**src/rtl/gpio_pkg.sv**
```systemverilog
package gpio_pkg;
  typedef enum logic [3:0] {
    REG_LEVEL  = 4'd0,
    REG_DIR    = 4'd1,
    REG_SET    = 4'd2,
    REG_CLR    = 4'd3,
    REG_RISE   = 4'd4,
    REG_FALL   = 4'd5,
    REG_STAT   = 4'd6,
    REG_ALT_LO = 4'd7,
    REG_ALT_HI = 4'd8
  } reg_sel_e;
  localparam int REG_SEL_W = 4;
endpackage

```
**src/rtl/gpio_sync.sv**
```systemverilog
module gpio_sync #(
  parameter int W = 128
) (
  input  logic         clk_i,
  input  logic         rst_ni,
  input  logic [W-1:0] d_i,
  output logic [W-1:0] q_o
);
  logic [W-1:0] meta_q, sync_q;

  always_ff @(posedge clk_i or negedge rst_ni) begin
    if (!rst_ni) begin
      meta_q <= '0;
      sync_q <= '0;
    end else begin
      meta_q <= d_i;
      sync_q <= meta_q;
    end
  end

  assign q_o = sync_q;
endmodule

```
**src/rtl/gpio_bank.sv**
```systemverilog
module gpio_bank
  import gpio_pkg::*;
#(
  parameter int W = 32
) (
  input  logic                 clk_i,
  input  logic                 rst_ni,
  input  logic [W-1:0]         pin_sync_i,
  input  logic                 wr_en_i,
  input  logic [REG_SEL_W-1:0] reg_sel_i,
  input  logic [W-1:0]         wdata_i,
  output logic [W-1:0]         dir_o,
  output logic [W-1:0]         out_o,
  output logic [W-1:0]         rise_en_o,
  output logic [W-1:0]         fall_en_o,
  output logic [W-1:0]         status_o,
  output logic [W-1:0]         alt_lo_o,
  output logic [W-1:0]         alt_hi_o,
  output logic [W-1:0]         level_o
);
  logic [W-1:0] dir_q, out_q, rise_q, fall_q, stat_q, alt_lo_q, alt_hi_q, prev_q;
  logic [W-1:0] rise_ev, fall_ev, w1c, stat_d;

  assign rise_ev = pin_sync_i & ~prev_q;
  assign fall_ev = ~pin_sync_i & prev_q;
  assign w1c     = (wr_en_i && reg_sel_i == REG_STAT) ? wdata_i : '0;
  // new edges win over a same-cycle clear
  assign stat_d  = (stat_q & ~w1c) | (rise_ev & rise_q) | (fall_ev & fall_q);

  always_ff @(posedge clk_i or negedge rst_ni) begin
    if (!rst_ni) begin
      dir_q    <= '0;
      out_q    <= '0;
      rise_q   <= '0;
      fall_q   <= '0;
      stat_q   <= '0;
      alt_lo_q <= '0;
      alt_hi_q <= '0;
      prev_q   <= '0;
    end else begin
      prev_q <= pin_sync_i;
      stat_q <= stat_d;
      if (wr_en_i) begin
        case (reg_sel_i)
          REG_DIR:    dir_q    <= wdata_i;
          REG_SET:    out_q    <= out_q | wdata_i;
          REG_CLR:    out_q    <= out_q & ~wdata_i;
          REG_RISE:   rise_q   <= wdata_i;
          REG_FALL:   fall_q   <= wdata_i;
          REG_ALT_LO: alt_lo_q <= wdata_i;
          REG_ALT_HI: alt_hi_q <= wdata_i;
          default: ;
        endcase
      end
    end
  end

  assign dir_o     = dir_q;
  assign out_o     = out_q;
  assign rise_en_o = rise_q;
  assign fall_en_o = fall_q;
  assign status_o  = stat_q;
  assign alt_lo_o  = alt_lo_q;
  assign alt_hi_o  = alt_hi_q;
  assign level_o   = (dir_q & out_q) | (~dir_q & pin_sync_i);
endmodule

```
**src/rtl/gpio_edge_ctrl.sv**
```systemverilog
module gpio_edge_ctrl
  import gpio_pkg::*;
#(
  parameter int NUM_BANKS = 4,
  parameter int BANK_W    = 32,
  parameter int ADDR_W    = 12
) (
  input  logic                        clk_i,
  input  logic                        rst_ni,
  input  logic                        req_i,
  input  logic                        we_i,
  input  logic [ADDR_W-1:0]           addr_i,
  input  logic [BANK_W-1:0]           wdata_i,
  output logic [BANK_W-1:0]           rdata_o,
  input  logic [NUM_BANKS*BANK_W-1:0] pin_i,
  output logic [NUM_BANKS*BANK_W-1:0] pin_o,
  output logic [NUM_BANKS*BANK_W-1:0] pin_oe_o,
  output logic                        irq_pin0_o,
  output logic                        irq_pin1_o,
  output logic                        irq_rest_o
);
  localparam int NUM_PINS = NUM_BANKS * BANK_W;
  localparam int BANK_BITS = (NUM_BANKS > 1) ? $clog2(NUM_BANKS) : 1;
  localparam int BANK_LSB = 2;
  localparam int REG_LSB = BANK_LSB + BANK_BITS;
  localparam int TOP_LSB = REG_LSB + REG_SEL_W;

  logic [BANK_BITS-1:0] bank_sel;
  logic [REG_SEL_W-1:0] reg_sel;
  logic                 hit;
  logic [NUM_PINS-1:0]  pin_sync, status_all, en_all;

  logic [BANK_W-1:0] dir_a [NUM_BANKS];
  logic [BANK_W-1:0] out_a [NUM_BANKS];
  logic [BANK_W-1:0] rise_a[NUM_BANKS];
  logic [BANK_W-1:0] fall_a[NUM_BANKS];
  logic [BANK_W-1:0] stat_a[NUM_BANKS];
  logic [BANK_W-1:0] alo_a [NUM_BANKS];
  logic [BANK_W-1:0] ahi_a [NUM_BANKS];
  logic [BANK_W-1:0] lvl_a [NUM_BANKS];

  assign bank_sel = addr_i[BANK_LSB +: BANK_BITS];
  assign reg_sel  = addr_i[REG_LSB +: REG_SEL_W];
  assign hit = (addr_i[1:0] == 2'b00) && (addr_i[ADDR_W-1:TOP_LSB] == '0)
               && (int'(bank_sel) < NUM_BANKS);

  gpio_sync #(.W(NUM_PINS)) u_sync (
    .clk_i (clk_i),
    .rst_ni(rst_ni),
    .d_i   (pin_i),
    .q_o   (pin_sync)
  );

  for (genvar b = 0; b < NUM_BANKS; b++) begin : g_bank
    logic wr_b;
    assign wr_b = req_i && we_i && hit && (int'(bank_sel) == b);

    gpio_bank #(.W(BANK_W)) u_bank (
      .clk_i     (clk_i),
      .rst_ni    (rst_ni),
      .pin_sync_i(pin_sync[b*BANK_W +: BANK_W]),
      .wr_en_i   (wr_b),
      .reg_sel_i (reg_sel),
      .wdata_i   (wdata_i),
      .dir_o     (dir_a[b]),
      .out_o     (out_a[b]),
      .rise_en_o (rise_a[b]),
      .fall_en_o (fall_a[b]),
      .status_o  (stat_a[b]),
      .alt_lo_o  (alo_a[b]),
      .alt_hi_o  (ahi_a[b]),
      .level_o   (lvl_a[b])
    );

    assign pin_o[b*BANK_W +: BANK_W]      = out_a[b];
    assign pin_oe_o[b*BANK_W +: BANK_W]   = dir_a[b];
    assign status_all[b*BANK_W +: BANK_W] = stat_a[b];
    assign en_all[b*BANK_W +: BANK_W]     = rise_a[b] | fall_a[b];
  end

  always_comb begin
    rdata_o = '0;
    if (hit) begin
      case (reg_sel)
        REG_LEVEL:  rdata_o = lvl_a[bank_sel];
        REG_DIR:    rdata_o = dir_a[bank_sel];
        REG_RISE:   rdata_o = rise_a[bank_sel];
        REG_FALL:   rdata_o = fall_a[bank_sel];
        REG_STAT:   rdata_o = stat_a[bank_sel];
        REG_ALT_LO: rdata_o = alo_a[bank_sel];
        REG_ALT_HI: rdata_o = ahi_a[bank_sel];
        default:    rdata_o = '0;
      endcase
    end
  end

  assign irq_pin0_o = status_all[0];
  assign irq_pin1_o = status_all[1];
  assign irq_rest_o = |status_all[NUM_PINS-1:2];
endmodule

```
**config.mk**
```make
export PLATFORM = sky130hd
export DESIGN_NAME = gpio_edge_ctrl
export DESIGN_NICKNAME = d
export VERILOG_FILES = /design/src/rtl/gpio_pkg.sv /design/src/rtl/gpio_sync.sv /design/src/rtl/gpio_bank.sv /design/src/rtl/gpio_edge_ctrl.sv
export SDC_FILE = /design/constraint.sdc
export NUM_CORES = 2
export LEC_CHECK = 0
export ABC_CLOCK_PERIOD_IN_PS = 5500
export BUFFER_PORTS_ARGS = -buffer_cell sky130_fd_sc_hd__buf_2
export CELL_PAD_IN_SITES_DETAIL_PLACEMENT = 1
export CELL_PAD_IN_SITES_GLOBAL_PLACEMENT = 2
export CORE_MARGIN = 1.5
export CORE_UTILIZATION = 40
export CTS_CLUSTER_DIAMETER = 200
export DETAILED_ROUTE_END_ITERATION = 16
export GPL_TIMING_DRIVEN = 0
export PLACE_DENSITY = 0.79
export SLEW_MARGIN = 30
export SYNTH_ARGS = -nofsm -noshare
export SYNTH_HDL_FRONTEND = slang
export SYNTH_SLANG_ARGS = --single-unit
```
**constraint.sdc**
```tcl
create_clock -name clk_i -period 5.5 [get_ports clk_i]
set_input_delay 0.275 -clock clk_i [delete_from_list [all_inputs] [get_ports clk_i]]
set_output_delay 0.275 -clock clk_i [all_outputs]
set_load 0.01 [all_outputs]
```
## Yosys cells after proc, flatten, opt, wreduce, memory -nomap -nowiden

Index checks and enable logic that the tools add are counted.

| storage, ports and cells | value |
|---|---|
| flip-flop bits (word level) | 1280 |
| input bits | 176 |
| output and inout port bits | 291 |
| logic and storage cells | 184 |

| cells by class | value |
|---|---|
| $lt $le $gt $ge | 1 |
| eq/ne operators | 11 |
| muxes and demuxes | 31 |
| bitwise operators | 66 |
| reduce and logical (&&, ||, !) cells | 41 |

Operators by type and width:

| kind | count |
|---|---|
| $and A32 B32 Y32 | 32 |
| $mux W32 | 19 |
| $not A32 Y32 | 17 |
| $or A32 B32 Y32 | 16 |
| $bmux W32 S2 | 7 |
| $pmux W32 S2 | 4 |
| $pmux W32 S7 | 1 |
| $reduce_or A126 Y1 | 1 |
| $reduce_and A2 Y1 | 24 |
| $eq A4 B3 Y1 const B | 4 |
| $logic_and A1 B1 Y1 | 11 |
| $eq A4 B2 Y1 const B | 2 |
| $logic_not A4 Y1 | 2 |
| $eq A2 B2 Y1 const B | 2 |
| $eq A4 B1 Y1 const B | 1 |
| $eq A4 B4 Y1 const B | 1 |
| $logic_not A2 Y1 | 2 |
| $ge A3 B3 Y1 const B | 1 |
| $not A2 Y3 | 1 |
| $eq A2 B1 Y1 const B | 1 |
| $reduce_bool A2 Y1 | 1 |

## Logic depth before layout (Yosys ltp)

| logic depth | value |
|---|---|
| depth in word-level cells | 10 |
| mapped depth | 8 |
| mapped depth without buffers | 4 |

## Modules after synthesis

A second synthesis with hierarchy kept.

| unflattened totals | value |
|---|---|
| cells, all modules | 3655 |
| area total of the unflattened synthesis | 55155.4 sq um |

Modules (own cells, without submodules):

| module | times used | cells each | area an instance (sq um) | sequential area each (sq um) |
|---|---|---|---|---|
| gpio_bank | 4 | 719 | 10373.7 | 6406.1 |
| gpio_edge_ctrl | 1 | 523 | 7254.5 | 0.0 |
| gpio_sync | 1 | 256 | 6406.1 | 6406.1 |

## Worst setup path after synthesis

OpenSTA, ideal clock, no wires.

| timing path | value |
|---|---|
| kind | in2out |
| from | input port addr_i[2] |
| to | output port rdata_o[17] |
| data arrival time | 1.936 ns |
| data required time | 5.225 ns |
| setup slack | 3.289 ns |
| stages | 6 |
| buffers on the path | 3 |
| cell sequence | buf_2 -> buf_2 -> buf_2 -> mux4_2 -> a22oi_1 -> a41oi_1 |

| on the way | value |
|---|---|
| longest elaborated chain between the ends | 6 |
| elaborated cells between the ends (all ways) | 24 |
| classes of those cells | mux: 23; bitwise: 1 |

Ends and longest elaborated chain:

| what | RTL line | text |
|---|---|---|
| start: declaration | gpio_edge_ctrl.sv:12 | `input logic [ADDR_W-1:0] addr_i,` |
| $not A2 Y3 (implied by the code) * | - |  |
| $bmux W32 S2, or another cell as far along | gpio_edge_ctrl.sv:91 | `REG_ALT_HI: rdata_o = ahi_a[bank_sel];` |
| $mux W32 (implied by the code), or another cell as far along (2 in a row) | gpio_edge_ctrl.sv:91 |  |
| $pmux W32 S7 * | gpio_edge_ctrl.sv:84 | `case (reg_sel)` |
| $mux W32 * | gpio_edge_ctrl.sv:83 | `if (hit) begin` |
| end: declaration | gpio_edge_ctrl.sv:14 | `output logic [BANK_W-1:0] rdata_o,` |

Every way passes the cells marked *; elsewhere a longest branch is shown, timed or not. The select of a mux whose other input is x is not followed.

## Final worst setup path

| timing path | value |
|---|---|
| from | input port addr_i[7] |
| to | output port rdata_o[25] |

| on the way | value |
|---|---|
| longest elaborated chain between the ends | 3 |
| elaborated cells between the ends (all ways) | 9 |
| classes of those cells | eq/ne: 6; mux: 2; reduce/logical: 1 |

Ends and longest elaborated chain:

| what | RTL line |
|---|---|
| $eq A4 B4 Y1, or another cell as far along | gpio_edge_ctrl.sv:84 |
| $pmux W32 S7 * | gpio_edge_ctrl.sv:84 |
| $mux W32 * | gpio_edge_ctrl.sv:83 |

Every way passes the cells marked *; elsewhere a longest branch is shown, timed or not.

==> impl_results.md <==
* Sequential Power Share at 46.8%
* Total power at 20.8 mW
* Total of max-cap violations at 0
* TritonRoute pass-1 iters at 6
* Top FF cell, synth: dfrtp_1
* Final Setup Violations at 0
* Most common cell after layout, fill and taps aside: dfrtp_1
* CTS Buf Count at 144
* Final WL at 241000 um
* Synth area leader: dfrtp_1
* Worst Tran Pin Value at 1.21 ns
* Gr ovfl total at 0
* EDFF count, synth at 0
* Nets@finish at 4667
* First-pass GRT wire length at 335000 um
* Critical Path Max Stage Delay at 0.86 ns
* Remaining DRCs at 0
* Overall routing resource usage at 34.5%
* Syn Inst Count at 3704
* Final Max Tran Viols at 0
* Chip Height at 373 um
* Largest cells by area after synthesis: dfrtp_1 59%, mux2_2 11%, mux4_2 7.9%
* Metal2 WL at 106000 um
* Setup TNS at 0 ns
* Syn Area/Cell at 14.8 sq um
* Sink Count at 1280
* Result of the run: finished, final reports clean
* #FFs+latches synth at 1280
* Post-synth top area share at 58.5%
* Sw Ratio at 24.7%
* Per-cell routed wire length at 37.7 um
* DIE WIDTH at 373 um
* RSZ-0062 raised after global routing: no
* M1 wire length at 96000 um
* CTS Root Cell: clkbuf_16
* Layout Utilization at 48.9%
* Crit path top cell by count: buf_2
* Post-synthesis net count at 3880
* Multi-input gate area at 0.0213 sq mm
* Longest Clk Path Bufs at 3
* I/O Buffers at 464
* Vias in the first global route at 42200
* Leak at 29.5 nW
* Vias at 40600
* DR vias/cell at 6.35
* Int Pwr at 15.6 mW
* Ys Warns at 0
* Final Cycle Share at 77.5%
* Worst reg-to-reg setup slack at 4.42 ns
* Synth-to-Final Area Change at 21.1%
* Worst reg-to-reg path cell count at 2
* VDD IR-drop max at 257 uV
* Crit-path max FO at 10
* Core Region at 0.136 sq mm
* Post-DP HPWL at 165000 um
* P_sw at 5.14 mW
* Largest net degree at the start of global routing at 123
* Ys async rst share at 100%
* Initial antenna violation count at 15
* Fin Clk Skew at 0.0243 ns
* Worst-path cell with the longest stage delay: nor4b_4
* Ordered list of cells on the worst path: buf_2, buf_2, nor4b_4, buf_2, buf_2, a22oi_1, a41oi_1, buf_2
* Hold Fails Final Rpt at 0
* Worst min-delay path class: input port to flip-flop
* Die area at 0.139 sq mm
* Initial DRC count at 4865
* Register area at 0.0320 sq mm
* Initial core utilization at 40.3%
* Logic pwr share at 5.4%
* Worst slew margin at 19.1%
* CTS tree: yes
* Hold Crit Start: wdata_i[16]
* R2r startpoint: g_bank[2].u_bank.status_o[16]
* Core Rows at 135
* Sequential fraction of the synthesis area at 58.5%
* Worst hold path stage count at 3
* Number of H-tree levels at 4
* Clk pwr share at 47.8%
* Highest routed metal layer: met5
* Synthesized area at 0.0547 sq mm
* Routability congestion estimate from global placement at 0.938
* I/O pins at 467
* WP data arrival at 3.99 ns
* CP required at 5.22 ns
* Tmin final at 4.26 ns
* R2R Path End: g_bank[2].u_bank.status_o[16]
* Cell variety after synth at 42
* Pwr dens at 314 mW/mm^2
* Met3 wire len at 24200 um
* Filler cell count at 13500
* Layout cell share with drive strength beyond 1 at 37.5%
* Commonest non-fill, non-tap cells in the layout: 1280 x dfrtp_1, 563 x buf_2, 552 x mux2_2
* Worst skew pair latency at 0.79 ns
* Post-route ant nets at 0
* Clock-pin slew on the worst setup and hold paths at 0.05 ns
* Fmax achieved at 235 MHz
* Startpoint Class: input port
* Crit path kind: input port to output pin
* Critical Path Sink Type: output pin
-- metrics by stage --
step | hold slack (ns) | cells | worst slack, ns | instance area [sq um]
2_1_floorplan | -0.0206 | 3704 | 3.29 | 54700
3_3_place_gp | 0.332 | 5949 | -24.35 | 59300
3_5_place_dp | 0.210 | 5967 | 1.49 | 59800
4_1_cts | 0.00281 | 6388 | 1.47 | 66200
5_1_grt | 0.0390 | 6390 | 1.25 | 66300
6_report | 0.0390 | 6396 | 1.24 | 66300
-- synthesized netlist by cell type, types with 3 or more instances --
master / number
a41oi_1: 4
mux2_1: 66
nand3_1: 4
nor2_1: 4
a22o_1: 32
a221oi_1: 32
nor4_1: 33
buf_12: 3
a31oi_1: 28
a22oi_1: 60
o211ai_1: 133
nor3_4: 10
nor4b_4: 3
mux2_2: 552
buf_4: 33
buf_2: 95
buf_1: 6
nand3_4: 10
clkbuf_1: 169
mux2_4: 30
nand3b_1: 132
o31ai_1: 384
dfrtp_1: 1280
mux4_2: 192
nand4_1: 9
mux2i_1: 176
nand2_1: 202
-- worst max-delay path, delay by kind of cell --
kind            cells  cell delay [ns]
compound gates      2             0.85
buf+inv             5             1.96
simple gates        1             0.86
-- power groups by stage --
| stage | clock network [mW] | registers [mW] | logic, mW |
|---|---|---|---|
| global route | 10.3 | 9.74 | 1.17 |
| global placement | 0 | 9.90 | 0.970 |
| floorplan | 0 | 9.82 | 0.368 |
| detailed placement | 0 | 9.89 | 1.02 |
| finish | 9.93 | 9.73 | 1.12 |
| CTS | 9.99 | 9.72 | 1.11 |
-- sequential cells by signal, summed over array words and instances, names as in the netlist, named ones only --
signal,flops
g_bank.u_bank.alt_lo_o,128
g_bank.u_bank.dir_o,128
g_bank.u_bank.status_o,128
u_sync.meta_q,128
g_bank.u_bank.alt_hi_o,128
g_bank.u_bank.fall_en_o,128
g_bank.u_bank.rise_en_o,128
g_bank.u_bank.prev_q,128
u_sync.q_o,128
-- cell families (layout without fill, tap and decap cells) --
kind of cell	count (synthesis)	count (layout)	synth area share, %
buf+inv	308	1211	2.65
compound gates	675	675	9.35
flops	1280	1280	58.5
simple gates	425	425	4.81
other cells	0	8	0
mux	1016	1016	24.7
-- per-layer routing --
layer | up-vias | track usage, %
li1 | 15800 | -
met1 | 21900 | 45.4
met2 | 2266 | 50.7
met3 | 639 | 10.7
met4 | 4 | 18.9
met5 | - | 0
-- worst max path at each step --
stage               cells after the start     endpoint      start
floorplan                               6  rdata_o[17]  addr_i[2]
global placement                        1    async pin     rst_ni
detailed placement                      8  rdata_o[25]  addr_i[7]
CTS                                     8  rdata_o[25]  addr_i[7]
global route                            8  rdata_o[25]  addr_i[7]
finish                                  8  rdata_o[25]  addr_i[7]
-- cell type report --
type	instances	area share [%]
diodes	8	0.0302
inverters	2	0.0113
repair buffers	641	6.59
multi-input cells	2116	32.1
plain buffers	306	2.33
clock inverters	49	0.851
clock buffers	213	6.38
well taps	1781	3.36
flip-flops and latches	1280	48.3
-- what timing repair did --
item                                    CTS  global route
hold buffers                            159             0
buffers inserted                          0             0
resized for setup                         0             0
endpoints found under the setup margin    0             0
hold endpoints to repair                585             0
(Power assumes the default switching activity.)
